`config.mk`:
```
export PLATFORM = sky130hd
export DESIGN_NAME = sdram_cmd_tracker
export DESIGN_NICKNAME = d
export VERILOG_FILES = /design/src/rtl/sdram_cmd_pkg.sv /design/src/rtl/sdram_cmd_decode.sv /design/src/rtl/sdram_bank_track.sv /design/src/rtl/sdram_mode_reg.sv /design/src/rtl/sdram_cmd_tracker.sv
export SDC_FILE = /design/constraint.sdc
export NUM_CORES = 1
export LEC_CHECK = 0
export ABC_AREA = 0
export BUFFER_PORTS_ARGS = -buffer_cell sky130_fd_sc_hd__buf_2
export CORE_MARGIN = 3
export CORE_UTILIZATION = 45
export DETAILED_ROUTE_END_ITERATION = 12
export GPL_TIMING_DRIVEN = 0
export PLACE_DENSITY = 0.76
export SETUP_SLACK_MARGIN = 0.15
export SLEW_MARGIN = 20
export SYNTH_ARGS = -nofsm -noshare
export SYNTH_HDL_FRONTEND = slang
export SYNTH_SLANG_ARGS = --single-unit
```
`constraint.sdc`:
```
create_clock -name clk_i -period 4 [get_ports clk_i]
set_input_delay 0.2 -clock clk_i [delete_from_list [all_inputs] [get_ports clk_i]]
set_output_delay 0.2 -clock clk_i [all_outputs]
set_load 0.02 [all_outputs]
```
`src/rtl/sdram_cmd_pkg.sv`:
```
package sdram_cmd_pkg;
  typedef enum logic [3:0] {
    CMD_NOP  = 4'd0,
    CMD_ACT  = 4'd1,
    CMD_RD   = 4'd2,
    CMD_WR   = 4'd3,
    CMD_PRE  = 4'd4,
    CMD_BST  = 4'd5,
    CMD_REF  = 4'd6,
    CMD_SREF = 4'd7,
    CMD_MRS  = 4'd8
  } cmd_e;
endpackage

```
`src/rtl/sdram_cmd_decode.sv`:
```
module sdram_cmd_decode
  import sdram_cmd_pkg::*;
(
  input  logic cke_prev_i,
  input  logic cke_i,
  input  logic cs_ni,
  input  logic ras_ni,
  input  logic cas_ni,
  input  logic we_ni,
  output cmd_e cmd_o
);
  always_comb begin
    cmd_o = CMD_NOP;
    if (cke_prev_i && !cs_ni) begin
      unique case ({ras_ni, cas_ni, we_ni})
        3'b011:  cmd_o = CMD_ACT;
        3'b101:  cmd_o = CMD_RD;
        3'b100:  cmd_o = CMD_WR;
        3'b010:  cmd_o = CMD_PRE;
        3'b110:  cmd_o = CMD_BST;
        3'b001:  cmd_o = cke_i ? CMD_REF : CMD_SREF;
        3'b000:  cmd_o = CMD_MRS;
        default: cmd_o = CMD_NOP;
      endcase
    end
  end
endmodule

```
`src/rtl/sdram_bank_track.sv`:
```
module sdram_bank_track
  import sdram_cmd_pkg::*;
#(
  parameter int NUM_BANKS = 2,
  parameter int BANK_W    = 1
) (
  input  logic                 clk_i,
  input  logic                 rst_ni,
  input  cmd_e                 cmd_i,
  input  logic                 accept_i,
  input  logic [BANK_W-1:0]    bank_i,
  input  logic                 a10_i,
  output logic [NUM_BANKS-1:0] open_o,
  output logic                 sel_open_o,
  output logic                 any_open_o
);
  logic [NUM_BANKS-1:0] open_q;

  for (genvar b = 0; b < NUM_BANKS; b++) begin : g_bank
    logic hit, set, clr;
    assign hit = (bank_i == BANK_W'(b));
    assign set = accept_i && (cmd_i == CMD_ACT) && hit;
    // a10 means "all banks" on precharge, "auto-precharge" on column commands
    assign clr = accept_i &&
                 (((cmd_i == CMD_PRE) && (a10_i || hit)) ||
                  ((cmd_i == CMD_RD || cmd_i == CMD_WR) && a10_i && hit));
    always_ff @(posedge clk_i or negedge rst_ni) begin
      if (!rst_ni)  open_q[b] <= 1'b0;
      else if (set) open_q[b] <= 1'b1;
      else if (clr) open_q[b] <= 1'b0;
    end
  end

  assign open_o     = open_q;
  assign sel_open_o = open_q[bank_i];
  assign any_open_o = |open_q;
endmodule

```
`src/rtl/sdram_mode_reg.sv`:
```
module sdram_mode_reg #(
  parameter int BL_W = 3,
  parameter int CL_W = 3,
  parameter logic [CL_W-1:0] CL_RESET = CL_W'(2)
) (
  input  logic            clk_i,
  input  logic            rst_ni,
  input  logic            wr_i,
  input  logic [6:0]      data_i,
  output logic [BL_W-1:0] burst_len_o,
  output logic            burst_seq_o,
  output logic [CL_W-1:0] cas_lat_o,
  output logic            rsvd_o
);
  logic [BL_W-1:0] bl_in;
  logic            bt_in;
  logic [CL_W-1:0] cl_in;

  assign bl_in = data_i[BL_W-1:0];
  assign bt_in = data_i[3];
  assign cl_in = data_i[4 +: CL_W];

  // reserved: latency not 2/3, length 4..6, full page with interleave
  assign rsvd_o = !(cl_in == CL_W'(2) || cl_in == CL_W'(3)) ||
                  (bl_in >= BL_W'(4) && bl_in <= BL_W'(6)) ||
                  (bl_in == BL_W'(7) && bt_in);

  always_ff @(posedge clk_i or negedge rst_ni) begin
    if (!rst_ni) begin
      burst_len_o <= '0;
      burst_seq_o <= 1'b0;
      cas_lat_o   <= CL_RESET;
    end else if (wr_i) begin
      burst_len_o <= bl_in;
      burst_seq_o <= bt_in;
      cas_lat_o   <= cl_in;
    end
  end
endmodule

```
`src/rtl/sdram_cmd_tracker.sv`:
```
module sdram_cmd_tracker
  import sdram_cmd_pkg::*;
#(
  parameter int NUM_BANKS = 2,
  parameter int ROW_W     = 11,
  parameter int COL_W     = 8,
  localparam int BANK_W   = (NUM_BANKS > 1) ? $clog2(NUM_BANKS) : 1,
  localparam int ADDR_W   = ROW_W + BANK_W
) (
  input  logic                 clk_i,
  input  logic                 rst_ni,
  input  logic                 cke_i,
  input  logic                 cs_ni,
  input  logic                 ras_ni,
  input  logic                 cas_ni,
  input  logic                 we_ni,
  input  logic [ADDR_W-1:0]    addr_i,
  output logic                 cmd_valid_o,
  output logic [3:0]           cmd_o,
  output logic [BANK_W-1:0]    bank_o,
  output logic [ROW_W-1:0]     row_o,
  output logic [COL_W-1:0]     col_o,
  output logic                 auto_pre_o,
  output logic [NUM_BANKS-1:0] bank_open_o,
  output logic [2:0]           burst_len_o,
  output logic                 burst_seq_o,
  output logic [2:0]           cas_lat_o,
  output logic                 err_o
);
  localparam int AP_BIT = ROW_W - 1;

  logic              cke_q;
  cmd_e              dec_cmd;
  logic [BANK_W-1:0] sel_bank;
  logic              ap_bit, sel_open, any_open, legal, illegal, mode_rsvd, mode_wr;

  always_ff @(posedge clk_i or negedge rst_ni) begin
    if (!rst_ni) cke_q <= 1'b0;
    else         cke_q <= cke_i;
  end

  sdram_cmd_decode u_dec (
    .cke_prev_i(cke_q),
    .cke_i     (cke_i),
    .cs_ni     (cs_ni),
    .ras_ni    (ras_ni),
    .cas_ni    (cas_ni),
    .we_ni     (we_ni),
    .cmd_o     (dec_cmd)
  );

  assign sel_bank = addr_i[ADDR_W-1 -: BANK_W];
  assign ap_bit   = addr_i[AP_BIT];

  always_comb begin
    unique case (dec_cmd)
      CMD_ACT:                    legal = !sel_open;
      CMD_RD, CMD_WR:             legal = sel_open;
      CMD_MRS, CMD_REF, CMD_SREF: legal = !any_open;
      CMD_PRE, CMD_BST:           legal = 1'b1;
      default:                    legal = 1'b0;
    endcase
  end
  assign illegal = (dec_cmd != CMD_NOP) && !legal;
  assign mode_wr = legal && (dec_cmd == CMD_MRS);

  sdram_bank_track #(.NUM_BANKS(NUM_BANKS), .BANK_W(BANK_W)) u_bank (
    .clk_i     (clk_i),
    .rst_ni    (rst_ni),
    .cmd_i     (dec_cmd),
    .accept_i  (legal),
    .bank_i    (sel_bank),
    .a10_i     (ap_bit),
    .open_o    (bank_open_o),
    .sel_open_o(sel_open),
    .any_open_o(any_open)
  );

  sdram_mode_reg u_mode (
    .clk_i      (clk_i),
    .rst_ni     (rst_ni),
    .wr_i       (mode_wr),
    .data_i     (addr_i[6:0]),
    .burst_len_o(burst_len_o),
    .burst_seq_o(burst_seq_o),
    .cas_lat_o  (cas_lat_o),
    .rsvd_o     (mode_rsvd)
  );

  always_ff @(posedge clk_i or negedge rst_ni) begin
    if (!rst_ni) begin
      cmd_valid_o <= 1'b0;
      err_o       <= 1'b0;
      cmd_o       <= 4'(CMD_NOP);
      bank_o      <= '0;
      row_o       <= '0;
      col_o       <= '0;
      auto_pre_o  <= 1'b0;
    end else begin
      cmd_valid_o <= legal;
      err_o       <= illegal || (mode_wr && mode_rsvd);
      if (legal) begin
        cmd_o      <= 4'(dec_cmd);
        bank_o     <= sel_bank;
        row_o      <= addr_i[ROW_W-1:0];
        col_o      <= addr_i[COL_W-1:0];
        auto_pre_o <= (dec_cmd == CMD_RD || dec_cmd == CMD_WR) && ap_bit;
      end
    end
  end


  desel_quiet_chk: assert property (@(posedge clk_i) disable iff (!rst_ni)
    cs_ni |=> (!cmd_valid_o && !err_o && $stable(bank_open_o)));


  act_open_bank_chk: assert property (@(posedge clk_i) disable iff (!rst_ni)
    (dec_cmd == CMD_ACT && sel_open) |=> (err_o && !cmd_valid_o && $stable(bank_open_o)));


  pre_all_chk: assert property (@(posedge clk_i) disable iff (!rst_ni)
    (dec_cmd == CMD_PRE && ap_bit) |=> (bank_open_o == '0));


  col_closed_chk: assert property (@(posedge clk_i) disable iff (!rst_ni)
    ((dec_cmd == CMD_RD || dec_cmd == CMD_WR) && !sel_open) |=> (err_o && !cmd_valid_o));


  mrs_busy_chk: assert property (@(posedge clk_i) disable iff (!rst_ni)
    (dec_cmd == CMD_MRS && any_open) |=> (err_o && $stable(cas_lat_o) && $stable(burst_len_o)));


  ref_busy_chk: assert property (@(posedge clk_i) disable iff (!rst_ni)
    ((dec_cmd == CMD_REF || dec_cmd == CMD_SREF) && any_open) |=> (err_o && !cmd_valid_o));
endmodule

```
After elaboration in Yosys (flattened, before gate mapping)
Cells that the tools add are included.
{"block": "word_totals", "register_bits": 37, "latchBits": 0, "mem_bits_rw": 0, "mem_bits_ro": 0, "in_bits": 19, "out_inout_bits": 36, "memories": 0}
{"block": "op_classes", "addsub": 0, "multipliers": 0, "div_mod_pow": 0, "n_lt_le_gt_ge": 3, "eq_ne": 17, "shift": 0, "muxes": 10, "bitwise_logic": 1, "n_reduce_logical": 38}
{"operator": "$pmux W4 S7", "count": 1}
{"operator": "$eq A4 B3 Y1 const B", "count": 4}
{"operator": "$logic_and A1 B1 Y1", "count": 16}
{"operator": "$eq A3 B2 Y1 const B", "count": 4}
{"operator": "$eq A3 B3 Y1 const B", "count": 4}
{"operator": "$logic_or A1 B1 Y1", "count": 9}
{"operator": "$eq A4 B2 Y1 const B", "count": 2}
{"operator": "$mux W1", "count": 7}
{"operator": "$reduce_or A2 Y1", "count": 3}
{"operator": "$logic_not A1 Y1", "count": 5}
{"operator": "$eq A4 B1 Y1 const B", "count": 1}
{"operator": "$eq A4 B4 Y1 const B", "count": 1}
{"operator": "$mux W4", "count": 1}
{"operator": "$pmux W1 S4", "count": 1}
{"operator": "$reduce_bool A2 Y1", "count": 2}
{"operator": "$reduce_bool A4 Y1", "count": 1}
{"operator": "$eq A3 B1 Y1 const B", "count": 1}
{"operator": "$ge A3 B3 Y1 const B", "count": 1}
{"operator": "$le A3 B3 Y1 const B", "count": 1}
{"operator": "$logic_not A3 Y1", "count": 1}
{"operator": "$reduce_or A3 Y1", "count": 1}
{"operator": "$lt A1 B2 Y1 const B", "count": 1}
{"operator": "$not A1 Y1", "count": 1}

Depth between registers and ports, before layout
{"block": "logic_depth", "depth_word": 11, "depth_mapped": 5, "mapped_depth_nobuf": 4}

By module
Synthesis repeated with hierarchy kept, for this count alone.
{"block": "unflattened", "cells_unflattened": 111, "hier_area_um2": 1432.6}
{"mod": "sdram_cmd_tracker", "instances": 1, "cells_each": 61, "area_per_inst_um2": 893.4}
{"mod": "sdram_mode_reg", "instances": 1, "cells_each": 18, "area_per_inst_um2": 312.8}
{"mod": "sdram_bank_track", "instances": 1, "cells_each": 20, "area_per_inst_um2": 160.2}
{"mod": "sdram_cmd_decode", "instances": 1, "cells_each": 12, "area_per_inst_um2": 66.3}

Least setup slack after synthesis
OpenSTA, ideal clock, no wires.
{"block": "synth_timing", "kind": "register to register", "from": "register u_bank.open_q[0] (netlist: u_bank.open_o[0])", "to": "register bank_o", "arrival_time_ns": 1.697, "t_required_ns": 3.875, "path_slack_ns": 2.178, "path_stages_with_launch": 6, "n_path_buf": 1, "synth_period_minus_slack_ns": 1.822, "path_cell_list": "dfrtp_1 mux2_4 o211a_1 nor3_2 buf_6 mux2_4"}
{"block": "synth_via", "elab_chain_cells": 4}
{"element": "from (decl)", "line": "sdram_bank_track.sv:17", "rtl": "logic [NUM_BANKS-1:0] open_q;"}
{"element": "from (signal, indexed assignment)", "line": "sdram_bank_track.sv:28", "rtl": "if (!rst_ni) open_q[b] <= 1'b0;"}
{"element": "from (signal, indexed assignment)", "line": "sdram_bank_track.sv:29", "rtl": "else if (set) open_q[b] <= 1'b1;"}
{"element": "from (signal, indexed assignment)", "line": "sdram_bank_track.sv:30", "rtl": "else if (clr) open_q[b] <= 1'b0;"}
{"element": "$mux W1 (implied by the code) (2 in series)", "line": "sdram_bank_track.sv:35", "rtl": "assign sel_open_o = open_q[bank_i];"}
{"element": "$logic_not A1 Y1", "line": "sdram_cmd_tracker.sv:57", "rtl": "CMD_ACT: legal = !sel_open;"}
{"element": "$pmux W1 S4 (*)", "line": "sdram_cmd_tracker.sv:56", "rtl": "unique case (dec_cmd)"}
{"element": "to (signal assigned)", "line": "sdram_cmd_tracker.sv:104", "rtl": "bank_o <= sel_bank;"}
{"element": "to (decl)", "line": "sdram_cmd_tracker.sv:20", "rtl": "output logic [BANK_W-1:0] bank_o,"}
Mark *: on every way between the ends. The rest lies on a longest branch, timed or not. The select of a mux whose other input is x is not followed.
A chain may end at the register's enable or synchronous reset.

Final worst setup path
{"block": "layout_timing", "from": "register u_bank.open_q[0] (netlist: u_bank.open_o[0])", "to": "register row_o[0]"}
{"block": "layout_via", "elab_chain_cells": 4}
{"element": "$mux W1 (implied by the code) (2 in series)", "line": "sdram_bank_track.sv:35"}
{"element": "$logic_not A1 Y1", "line": "sdram_cmd_tracker.sv:57"}
{"element": "$pmux W1 S4 (*)", "line": "sdram_cmd_tracker.sv:56"}
{"element": "to (signal assigned)", "line": "sdram_cmd_tracker.sv:105", "rtl": "row_o <= addr_i[ROW_W-1:0];"}
{"element": "to (decl)", "line": "sdram_cmd_tracker.sv:21", "rtl": "output logic [ROW_W-1:0] row_o,"}
Marks and branches as above.

==> metrics.csv <==
metric,value,unit
outcome,finished clean,
finalSetupViolCount,0,
fillCellCount,242,
grt_usage,16.81,%
p_leak,0.9022,nW
whs_endpoint,row_o[7],
die_w,60.93,um
grt_antenna_before_repair,0,
pre_cts_ws,2.121,ns
reg2reg_depth,5,
htreeDepth,2,
cts_resized,0,
die_area,0.003712,mm2
final_nets,184,
p_per_area,533.0,mW/mm2
io_pins,55,
dr.pass1.iters,4,
grt_pass1_wl,4574,um
grt_setup_unrepaired,false,
drt.antenna.violating_nets,0,
drc,0,
num_rows,19,
synth_seq_area_share,53.55,%
drive_gt1_share,57.83,%
grt_max_degree,30,
grt_pass1_vias,995,
yosys_register_bits,29,
vias,1001,
fin_crit_sh,47.85,%
synth.cell_area,0.001358,mm2
r2r_end,row_o[0],
cp-end-kind,register,
path_clk_slew,0.09,ns
drt-total-wl,2913,um
min_period,1.914,ns
yosysWarnings,0,
total_power,0.0009303,W
fin_ws,2.086,ns
clock_path_buffers,2,
via_per_inst,5.081,
initial_core_util,48.39,%
wl_per_cell,14.79,um
gp_congestion,0.7579,
place_inst,187,
area_delta_synth_final,28.57,%
finalMaxSlewViolations,0,
start_kind,register,
die_h,60.93,um
hold_depth,2,
grt-ovfl-total,0,
cts_tree,done,
r2r_slack,2.09,ns
hold_viol,0,
cp_data_required_time,4.19,ns
max_freq,522.5,MHz
final_cell_count_no_fill,197,
path_class,register to register,
syn_avg_cell_area,13.31,um2
io_buffers,54,
slew-limit-headroom,57.41,%
drtIter0Drc,40,
skew,0.01283,ns
r2r_start,u_bank.open_o[0],
min-delay-start,addr_i[7],
yosysUniqueCellTypes,25,
n_antenna_cell,0,
crit_path_max_fanout,10,
synth.net_count,121,
clock_sinks,29,
syn-instance-count,102,
clk_latency,0.31,ns
fin_setup_tns,0,ns
cts-root-buf,clkbuf_4,
dp.final_hpwl,2096,um
cp.arrival,2.11,ns
worst_pin_slew,0.6388,ns
cap_violations,0,
hold_path.class,input pin to register,
numCtsBuffers,5,
core_area,0.002805,mm2
ir_drop,0.0003380,V
[layout make-up]
cell class	count	area, um2	area share, %
repair buffers	56	290.3	16.63
well taps	31	38.79	2.222
clock buffers	8	58.81	3.369
flip-flops and latches	29	726.9	41.65
multi-input cells	58	529.3	30.32
plain buffers	11	86.33	4.946
inverters	4	15.01	0.8602
[repair_timing]
action	4_1_cts	5_1_grt
buffers inserted	0	0
setup endpoints to repair	0	0
endpoints found under the hold margin	29	0
hold buffers	2	0
[synth_stat cells]
| library cell | instances | area [um2] |
|---|---|---|
| dfrtp_1 | 28 | 700.7 |
| mux2_4 | 15 | 225.2 |
| mux2_2 | 9 | 101.4 |
| buf_4 | 8 | 60.06 |
| o21ai_0 | 5 | 25.02 |
| inv_1 | 4 | 15.01 |
| nor2_1 | 4 | 15.01 |
| nand2_1 | 3 | 11.26 |
| a31oi_1 | 2 | 12.51 |
| a41oi_1 | 2 | 17.52 |
| buf_6 | 2 | 22.52 |
| nand2b_1 | 2 | 12.51 |
| nand3_1 | 2 | 10.01 |
| nor2b_1 | 2 | 12.51 |
| nor3_1 | 2 | 10.01 |
| o211ai_1 | 2 | 15.01 |
| o22ai_1 | 2 | 12.51 |
| a211oi_1 | 1 | 7.510 |
| a21oi_1 | 1 | 5.000 |
| and3b_1 | 1 | 8.760 |
| clkbuf_1 | 1 | 3.750 |
| dfstp_2 | 1 | 26.28 |
| nand3b_1 | 1 | 7.510 |
| nor3_2 | 1 | 10.01 |
| o211a_1 | 1 | 10.01 |
[how the worst max path moves through the flow]
stage          slack, ns       end        startpoint
2_1_floorplan       2.18    bank_o  u_bank.open_o[0]
3_3_place_gp        2.16  row_o[0]  u_bank.open_o[1]
3_5_place_dp        2.12  row_o[4]  u_bank.open_o[1]
4_1_cts             2.09  row_o[0]  u_bank.open_o[0]
5_1_grt             2.01  row_o[4]  u_bank.open_o[1]
6_report            2.09  row_o[0]  u_bank.open_o[0]
[cells by family after synthesis]
family / share of synthesized area (%)
multiplexers: 24.06
buffers and inverters: 7.465
flip-flops: 53.55
AND/OR/NAND/NOR: 7.189
AO/OA/AOI/OAI: 7.741
[power breakdown]
group | leakage (nW) | switching (W) | internal, W
Combinational | 0.516 | 0.000190 | 0.000163
Clock | 0.0326 | 0.0000921 | 0.0000867
Sequential | 0.353 | 0.0000424 | 0.000356
Total | 0.902 | 0.000325 | 0.000605
[layer usage]
| metal | global-route usage (%) | share of wire (%) | vias up |
|---|---|---|---|
| met5 | 0 | 0 | - |
| met4 | 7.121 | 0.48 | 0 |
| met3 | 4.043 | 4.8 | 2 |
| met2 | 26.72 | 51 | 31 |
| met1 | 21.90 | 43 | 486 |
| li1 | - | - | 482 |
[cell usage in the layout, fill, tap and decap left out, types with 3 or more instances in the layout]
cell | synthesis | final
buf_2 | 0 | 54
o21ai_0 | 5 | 5
dfrtp_1 | 28 | 28
mux2_2 | 9 | 9
clkbuf_4 | 0 | 5
clkbuf_1 | 1 | 3
buf_4 | 8 | 8
nor2_1 | 4 | 4
nand2_1 | 3 | 3
mux2_4 | 15 | 15
inv_1 | 4 | 4
[critical path, cell delays in order (launching register included)]
cell and delay (ns):
dfrtp_1 0.45, mux2_4 0.30, o211a_1 0.22, nor3_2 0.27, buf_6 0.24, mux2_4 0.31
[state kept, by name, indices dropped and copies added, names as in the netlist]
| register | count |
|---|---|
| u_mode.burst_len_o | 3 |
| u_bank.open_o | 2 |
| u_mode.burst_seq_o | 1 |
| bank_o | 1 |
| row_o | 11 |
| err_o | 1 |
| cke_q | 1 |
| cmd_o | 4 |
| u_mode.cas_lat_o | 3 |
| auto_pre_o | 1 |
| cmd_valid_o | 1 |
[stage by stage]
step           area, um2  utilization [%]  hold slack (ns)
2_1_floorplan       1358                -         -0.09559
6_report            1745            62.22           0.1241
3_3_place_gp        1667            59.41           0.2495
5_1_grt             1745            62.22           0.1033
3_5_place_dp        1667            59.41           0.2614
4_1_cts             1745            62.22           0.1131
Power figures use the tool's default switching activity.
